$ cat src/rtl/iobar_pkg.sv
package iobar_pkg;

    localparam logic [3:0] CMD_IO_RD = 4'b0010;
    localparam logic [3:0] CMD_IO_WR = 4'b0011;

    typedef enum logic [0:0] {
        CLM_IDLE  = 1'b0,
        CLM_CLAIM = 1'b1
    } claim_state_e;

    function automatic logic is_io_cmd(input logic [3:0] c);
        return (c == CMD_IO_RD) || (c == CMD_IO_WR);
    endfunction

endpackage

$ cat src/rtl/iobar_reg.sv
module iobar_reg #(
    parameter int ADDR_W   = 32,
    parameter int WIN_LOG2 = 5
) (
    input  logic                       clk,
    input  logic                       hrst_n,
    input  logic                       wr_en,
    input  logic [ADDR_W-1:0]          wr_data,
    output logic [ADDR_W-WIN_LOG2-1:0] base_q,
    output logic [ADDR_W-1:0]          rd_data
);
    localparam int BASE_W = ADDR_W - WIN_LOG2;
    // Bit 0 marks I/O space; bits above it within the window are fixed zero.
    localparam logic [WIN_LOG2-1:0] LOW_FIXED = {{(WIN_LOG2-1){1'b0}}, 1'b1};

    logic unused_low_wr;
    assign unused_low_wr = ^wr_data[WIN_LOG2-1:0];

    always_ff @(posedge clk or negedge hrst_n) begin
        if (!hrst_n) begin
            base_q <= '0;
        end else if (wr_en) begin
            base_q <= wr_data[ADDR_W-1:WIN_LOG2];
        end
    end

    always_comb begin
        rd_data = {base_q, LOW_FIXED};
    end

    initial begin
        if (BASE_W < 1) $error("window larger than address");
    end
endmodule

$ cat src/rtl/iobar_match.sv
module iobar_match
    import iobar_pkg::*;
#(
    parameter int ADDR_W   = 32,
    parameter int WIN_LOG2 = 5
) (
    input  logic                       addr_phase,
    input  logic                       io_en,
    input  logic [3:0]                 cmd,
    input  logic [ADDR_W-1:0]          ad,
    input  logic [ADDR_W-WIN_LOG2-1:0] base,
    output logic                       hit
);
    logic unused_low_ad;
    assign unused_low_ad = ^ad[WIN_LOG2-1:0];

    logic addr_eq;

    always_comb begin
        addr_eq = (ad[ADDR_W-1:WIN_LOG2] == base);
        hit     = addr_phase && io_en && is_io_cmd(cmd) && addr_eq;
    end
endmodule

$ cat src/rtl/iobar_claim_fsm.sv
module iobar_claim_fsm
    import iobar_pkg::*;
(
    input  logic clk,
    input  logic hrst_n,
    input  logic quiesce,
    input  logic hit,
    output logic claim
);
    claim_state_e state_q, state_d;

    always_ff @(posedge clk or negedge hrst_n) begin
        if (!hrst_n) begin
            state_q <= CLM_IDLE;
        end else begin
            state_q <= state_d;
        end
    end

    always_comb begin
        state_d = state_q;
        unique case (state_q)
            CLM_IDLE:  state_d = (hit && !quiesce) ? CLM_CLAIM : CLM_IDLE;
            CLM_CLAIM: state_d = (hit && !quiesce) ? CLM_CLAIM : CLM_IDLE;
            default:   state_d = CLM_IDLE;
        endcase
    end

    always_comb begin
        claim = (state_q == CLM_CLAIM);
    end
endmodule

$ cat src/rtl/iobar_decoder.sv
module iobar_decoder #(
    parameter int ADDR_W   = 32,
    parameter int WIN_LOG2 = 5
) (
    input  logic              clk,
    input  logic              hrst_n,
    input  logic              soft_rst,
    input  logic              stop_req,
    input  logic              cfg_wr,
    input  logic [ADDR_W-1:0] cfg_wdata,
    output logic [ADDR_W-1:0] cfg_rdata,
    input  logic              io_en,
    input  logic [ADDR_W-1:0] ad,
    input  logic [3:0]        cmd,
    input  logic              addr_phase,
    output logic              devsel_claim
);
    localparam int BASE_W = ADDR_W - WIN_LOG2;

    logic [BASE_W-1:0] base_q;
    logic              hit;
    logic              quiesce;

    assign quiesce = soft_rst || stop_req;

    iobar_reg #(.ADDR_W(ADDR_W), .WIN_LOG2(WIN_LOG2)) u_reg (
        .clk     (clk),
        .hrst_n  (hrst_n),
        .wr_en   (cfg_wr),
        .wr_data (cfg_wdata),
        .base_q  (base_q),
        .rd_data (cfg_rdata)
    );

    iobar_match #(.ADDR_W(ADDR_W), .WIN_LOG2(WIN_LOG2)) u_match (
        .addr_phase (addr_phase),
        .io_en      (io_en),
        .cmd        (cmd),
        .ad         (ad),
        .base       (base_q),
        .hit        (hit)
    );

    iobar_claim_fsm u_fsm (
        .clk     (clk),
        .hrst_n  (hrst_n),
        .quiesce (quiesce),
        .hit     (hit),
        .claim   (devsel_claim)
    );
endmodule

$ cat config.mk
export PLATFORM = sky130hd
export DESIGN_NAME = iobar_decoder
export DESIGN_NICKNAME = d
export VERILOG_FILES = /design/src/rtl/iobar_pkg.sv /design/src/rtl/iobar_reg.sv /design/src/rtl/iobar_match.sv /design/src/rtl/iobar_claim_fsm.sv /design/src/rtl/iobar_decoder.sv
export SDC_FILE = /design/constraint.sdc
export NUM_CORES = 1
export LEC_CHECK = 0
export BUFFER_PORTS_ARGS = -buffer_cell sky130_fd_sc_hd__buf_2
export CORE_ASPECT_RATIO = 1.75
export CORE_MARGIN = 1.5
export CORE_UTILIZATION = 39
export CTS_CLUSTER_SIZE = 16
export DETAILED_ROUTE_END_ITERATION = 12
export PLACE_DENSITY = 0.81
export SYNTH_ARGS = -nofsm -noshare
export SYNTH_HDL_FRONTEND = slang
export SYNTH_SLANG_ARGS = --single-unit
$ cat constraint.sdc
create_clock -name clk -period 1.6 [get_ports clk]
set_clock_uncertainty 0.1 [all_clocks]
set_input_delay 0.4 -clock clk [delete_from_list [all_inputs] [get_ports clk]]
set_output_delay 0.4 -clock clk [all_outputs]
set_load 0.02 [all_outputs]
==> reports/qor.yml, run 1 <==
floorplanning:
  die_h_um: 81.7
  dieArea_um2: 3920
  core_um2: 3400
  num_io_pins: 108
  die_w_um: 48.0
  rows: 28
  start_util_pct: 40.6
setup_path:
  cp_num_cells: 5
  cpMostUsedCell: "nor4_2"
  crit_required_ns: 1.68
  cp-start-kind: "flop"
  crit_family: "simple AND/OR/NAND/NOR gates"
  cp_max_fo: 3
  critical_path_class: "flop to flop"
  r2r-start: "u_reg.base_q[3]"
  crit_start: "u_reg.base_q[3]"
  worstPathArrival_ns: 1.58
  crit_end: "u_fsm.claim"
  timing.critical_path.buf_inv: 1
  r2r_setup_slack_ns: 0.11
  cpPeakStageDelay_ns: 0.41
  path_cells: "xor2_1 > nor4_2 > buf_4 > nand4_1 > nor4_2"
  critPathCaptureType: "flop"
  ff2ff_path_depth: 5
  crit_path_top_delay_cell: "dfrtp_1"
  critical_path.reg2reg.endpoint: "u_fsm.claim"
global_route:
  grt_pass1_vias: 1012
  grt_overflow_total: 0
  antenna_found_initial: 0
  grt_max_degree: 28
  grt_pass1_wl_um: 4240
  gr-usage-all-layers_pct: 15.6
detailed_routing:
  vias: 1130
  routed_via_density: 4.63
  routed_wl_um: 3140
  drt_iter0_drc: 8
  drt_pre_antenna_iters: 2
  antenna_left: 0
  routedWlPerCell_um: 12.8
  drc: 0
placed_design:
  port_buffers: 91
  placed_cell_area_um2: 1900
  hpwl_um: 2580
  globalplace.congestion: 0.782
synth:
  synth.area.top_cells: "dfrtp_1 51%, mux2_2 22%, xor2_1 12%"
  synth_top_area_share_pct: 50.7
  synth_edf_count: 0
  yosys-top-cells-count: "28 x dfrtp_1, 27 x mux2_2, 19 x xor2_1, 8 x xnor2_1, 5 x buf_4"
  ys_types: 13
  yosysMostFrequentCell: "dfrtp_1"
  synth_area_leader_cell: "dfrtp_1"
  synth_area_um2: 1380
  yosysWarnings: 0
  async_flop_share_pct: 100
  synthCells: 105
  synth_seq_cells: 28
  synth_flop_cell: "dfrtp_1"
  syn_avg_cell_area_um2: 13.2
  yosysSeqAreaShare_pct: 50.7
sta:
  timing.setup.tns_ns: 0
  setup_violations: 0
  rsz0062_at_grt: "yes"
  final_hold_viol_count: 0
  period_share_pct: 93.4
  maxSlewViolCount: 0
  fin_crit_ns: 1.49
  clock.fmax_mhz: 669
power:
  leakage_nw: 0.978
  vdd.ir_drop.worst_uv: 679
  powerDensity_nw_per_um2: 877
clocking:
  cts_tree: "done"
  cts_setup_buffers: 0
  clock-sinks: 28
  cts.clk_slew.worst_paths_ns: 0.09
  h-tree-depth: 1
  clk_latency_ns: 0.27
  cts-root-buf: "clkbuf_8"
  clockBufferDepth: 2
  cts_buffers: 3
min_path:
  hp-class: "input pin to flop"
cells_and_area:
  final_nets: 275
  stdcell_area_um2: 1970
  area_delta_synth_final_pct: 42.7
  diodes: 0
  layout-drive-gt1-share_pct: 63.8
status:
  status: "finished clean"
flow_run:
  drv_cap: 0
stage by stage:
step / hold WS (ns) / setup WS (ns) / std cells / total power, mW / util, %
finish: 0.248 / 0.106 / 244 / 1.73 / 58.0
global route: 0.238 / -0.0260 / 244 / 1.83 / 58.0
CTS: 0.241 / 0.0134 / 244 / 1.76 / 58.0
global placement: 0.230 / -0.143 / 239 / 1.30 / 55.9
floorplan: 0.00441 / 0.191 / 108 / 1.11 / -
detailed placement: 0.235 / -0.135 / 239 / 1.31 / 55.9
area by class of cell:
class | instances | area (µm²)
clock buffers | 4 | 55.1
multi-input cells | 72 | 646
fillers | 310 | 1430
well taps | 45 | 56.3
repair buffers | 95 | 513
flip-flops and latches | 28 | 701
where the power goes:
group	leakage, nW	internal (mW)	switching [mW]
combinational	0.619	0.228	0.232
sequential	0.330	0.776	0.0604
clock	0.0288	0.220	0.211
total	0.978	1.22	0.504
sequential cells by signal (all words and copies together) (netlist names):
| register | count |
|---|---|
| u_reg.base_q | 27 |
| u_fsm.claim | 1 |
worst min-delay path by stage:
stage | from | endpoint | slack (ns) | cells past startpoint
2_1_floorplan | hrst_n | u_fsm.claim | 0.004 | 0
3_3_place_gp | hrst_n | u_reg.base_q[0] | 0.23 | 1
3_5_place_dp | hrst_n | u_reg.base_q[0] | 0.23 | 1
4_1_cts | cfg_wdata[17] | u_reg.base_q[12] | 0.24 | 2
5_1_grt | cfg_wdata[21] | u_reg.base_q[16] | 0.24 | 2
6_report | cfg_wdata[14] | u_reg.base_q[9] | 0.25 | 2
kinds of logic after synthesis:
logic type	count (synthesis)	synth area share, %
DFF	28	50.7
xor gates and xnor gates	27	17.1
muxes	27	22.0
and+or+nand+nor	13	5.80
buffers and inverters	8	3.80
other	2	0.544
cell usage in the layout, fill, tap and decap left out:
cell type,netlist,final
buf_2,3,91
dfrtp_1,28,28
mux2_2,27,27
xor2_1,19,19
xnor2_1,8,8
conb_1,2,5
nand4_1,4,4
clkbuf_8,0,4
nor4_1,4,3
nor3_1,2,2
nor4_2,1,2
buf_12,0,2
nand2_1,1,1
nor2_1,1,1
dlygate4sd3_1,0,1
buf_4,5,1
layer usage:
metal | vias to the layer above | GRT usage, % | part of all wire (%)
met4 | 0 | 7.30 | 1.7
met1 | 537 | 15.0 | 34
li1 | 538 | - | -
met2 | 50 | 29.7 | 59
met3 | 5 | 1.98 | 5.4
met5 | - | 0 | 0
worst register-to-register path, stage by stage (launching register included):
cell and delay, ns:
dfrtp_1 0.41, xor2_1 0.18, nor4_2 0.31, buf_4 0.16, nand4_1 0.10, nor4_2 0.15
timing repair:
action | in CTS | in global routing
endpoints found under the setup margin | 1 | 1
gates cloned | 0 | 0
gates resized for setup | 1 | 0
hold endpoints to repair | 14 | 0
hold buffers | 1 | 0
pin swaps | 0 | 1
Power figures use the tool's default switching activity.
==> run 2: changes to the inputs <==
--- a/config.mk
+++ b/config.mk
@@ -11,6 +11,7 @@
 export CORE_UTILIZATION = 39
 export CTS_CLUSTER_SIZE = 16
 export DETAILED_ROUTE_END_ITERATION = 12
+export GPL_TIMING_DRIVEN = 0
 export PLACE_DENSITY = 0.81
 export SYNTH_ARGS = -nofsm -noshare
 export SYNTH_HDL_FRONTEND = slang
==> reports/qor.yml, run 2 (synthesis gave the netlist of run 1 again) <==
status:
  status: "finished clean"
sta:
  maxSlewViolCount: 0
  rsz0062_at_grt: "no"
  final_hold_viol_count: 0
  relSlewSlack_pct: 60.4
  clock.fmax_mhz: 687
  tightest_slew_ns: 0.594
  fin_hold_ws_ns: 0.0350
  fin_crit_ns: 1.46
  period_share_pct: 91.0
  setup_violations: 0
placed_design:
  port_buffers: 90
  hpwl_um: 2750
  globalplace.congestion: 0.742
  placed_cell_area_um2: 1900
  dp_cells: 243
cells_and_area:
  fin_cells: 246
  diodes: 0
  largest_reg_flops: 27
  stdcell_area_um2: 1960
  seqCellArea_um2: 701
  fin_util_pct: 57.7
  layout-drive-gt1-share_pct: 65.7
  layout_commonest_cell: "buf_2"
  regMostFlops: "u_reg.base_q"
  area_delta_synth_final_pct: 41.8
  multiInputGateArea_um2: 658
  num-fill-cells: 316
  layout_common_cells: "93 x buf_2, 28 x dfrtp_1, 27 x mux2_2"
  final_nets: 278
setup_path:
  critical_path_class: "flop to flop"
  ff2ff_path_depth: 4
  worstPathArrival_ns: 1.53
  r2r-start: "u_reg.base_q[23]"
  cp_max_fo: 3
  path_cells: "xor2_1 > nor4_2 > nand4_1 > nor4_2"
  critPathCaptureType: "flop"
  r2r_setup_slack_ns: 0.14
  critical_path.reg2reg.endpoint: "u_fsm.claim"
  crit_required_ns: 1.67
  cpPeakStageDelay_ns: 0.40
  crit_path_top_delay_cell: "dfrtp_1"
  cpMostUsedCell: "nor4_2"
  cp-start-kind: "flop"
floorplanning:
  rows: 28
  core_um2: 3400
  die_h_um: 81.7
  num_io_pins: 108
  die_w_um: 48.0
  dieArea_um2: 3920
  start_util_pct: 40.6
clocking:
  cts_hold_buffers: 0
  clock-sinks: 28
  clk_latency_ns: 0.26
  cts-root-buf: "clkbuf_8"
  clockBufferDepth: 2
  cts.clk_slew.worst_paths_ns: 0.09
  cts_tree: "done"
  h-tree-depth: 1
  cts_buffers: 3
global_route:
  grt_max_degree: 29
  grt_pass1_wl_um: 4570
  grt_pass1_vias: 1068
  antenna_found_initial: 0
  grt_overflow_total: 0
  gr-usage-all-layers_pct: 16.8
detailed_routing:
  drc: 0
  antenna_left: 0
  vias: 1115
  drt_pre_antenna_iters: 2
  drt_iter0_drc: 6
  routed_wl_um: 3230
  routed_via_density: 4.53
  routedWlPerCell_um: 13.1
power:
  vdd.ir_drop.worst_uv: 585
  leakage_nw: 0.977
  powerDensity_nw_per_um2: 846
  total_power_mw: 1.66
min_path:
  hp-class: "input pin to asynchronous set/reset pin"
flow_run:
  drv_cap: 0
## run 2: changes by cell type in the layout (fill, tap and decap cells not counted)
cell	before	now
buf_12	2	0
buf_2	91	93
buf_4	1	5
clkbuf_8	4	3
dlygate4sd3_1	1	0
nor4_1	3	1
nor4_2	2	4
## run 2: per-stage QoR
step	setup TNS, ns	worst slack (ns)
global placement	-0.111	-0.111
detailed placement	-0.137	-0.137
floorplan	0	0.191
global route	0	0.0140
CTS	0	0.0573
finish	0	0.144
## run 2: layout make-up
type	instances	share of cell area (%)
well taps	45	2.87
multi-input cells	72	33.6
flip-flops and latches	28	35.8
repair buffers	90	23.0
plain buffers	8	2.68
clock buffers	3	2.11
## run 2: how the worst max path moves through the flow
stage                startpoint          end  slack, ns  cells after the start
6_report       u_reg.base_q[23]  u_fsm.claim       0.14                      4
5_1_grt         u_reg.base_q[4]  u_fsm.claim       0.01                      4
4_1_cts        u_reg.base_q[24]  u_fsm.claim       0.06                      4
3_5_place_dp             ad[29]  u_fsm.claim      -0.14                      5
3_3_place_gp             ad[29]  u_fsm.claim      -0.11                      5
2_1_floorplan  u_reg.base_q[23]  u_fsm.claim       0.19                      4
## run 2: repair_timing
action / CTS / global route
setup buffers: 0 / 0
setup endpoints to repair: 1 / 1
gates resized for setup: 1 / 2
## run 2: power by group
part           leakage, nW  total, mW  switching [mW]  internal [mW]
logic                0.626      0.463           0.238          0.226
registers            0.330      0.839          0.0630          0.776
clock network       0.0216      0.356           0.188          0.168
## run 2: per-layer routing
metal / up-vias / routed length [µm] / GRT usage [%]
li1: 543 / - / -
met1: 523 / 1050 / 17.2
met2: 47 / 1990 / 32.8
met3: 2 / 166 / 1.98
met4: 0 / 21 / 4.86
met5: - / 0 / 0
## run 2: critical path: cells and delay by family, from the launching register on
family | cells | cell delay (ns)
flip-flops | 1 | 0.40
AND/OR/NAND/NOR | 3 | 0.69
XOR/XNOR | 1 | 0.17
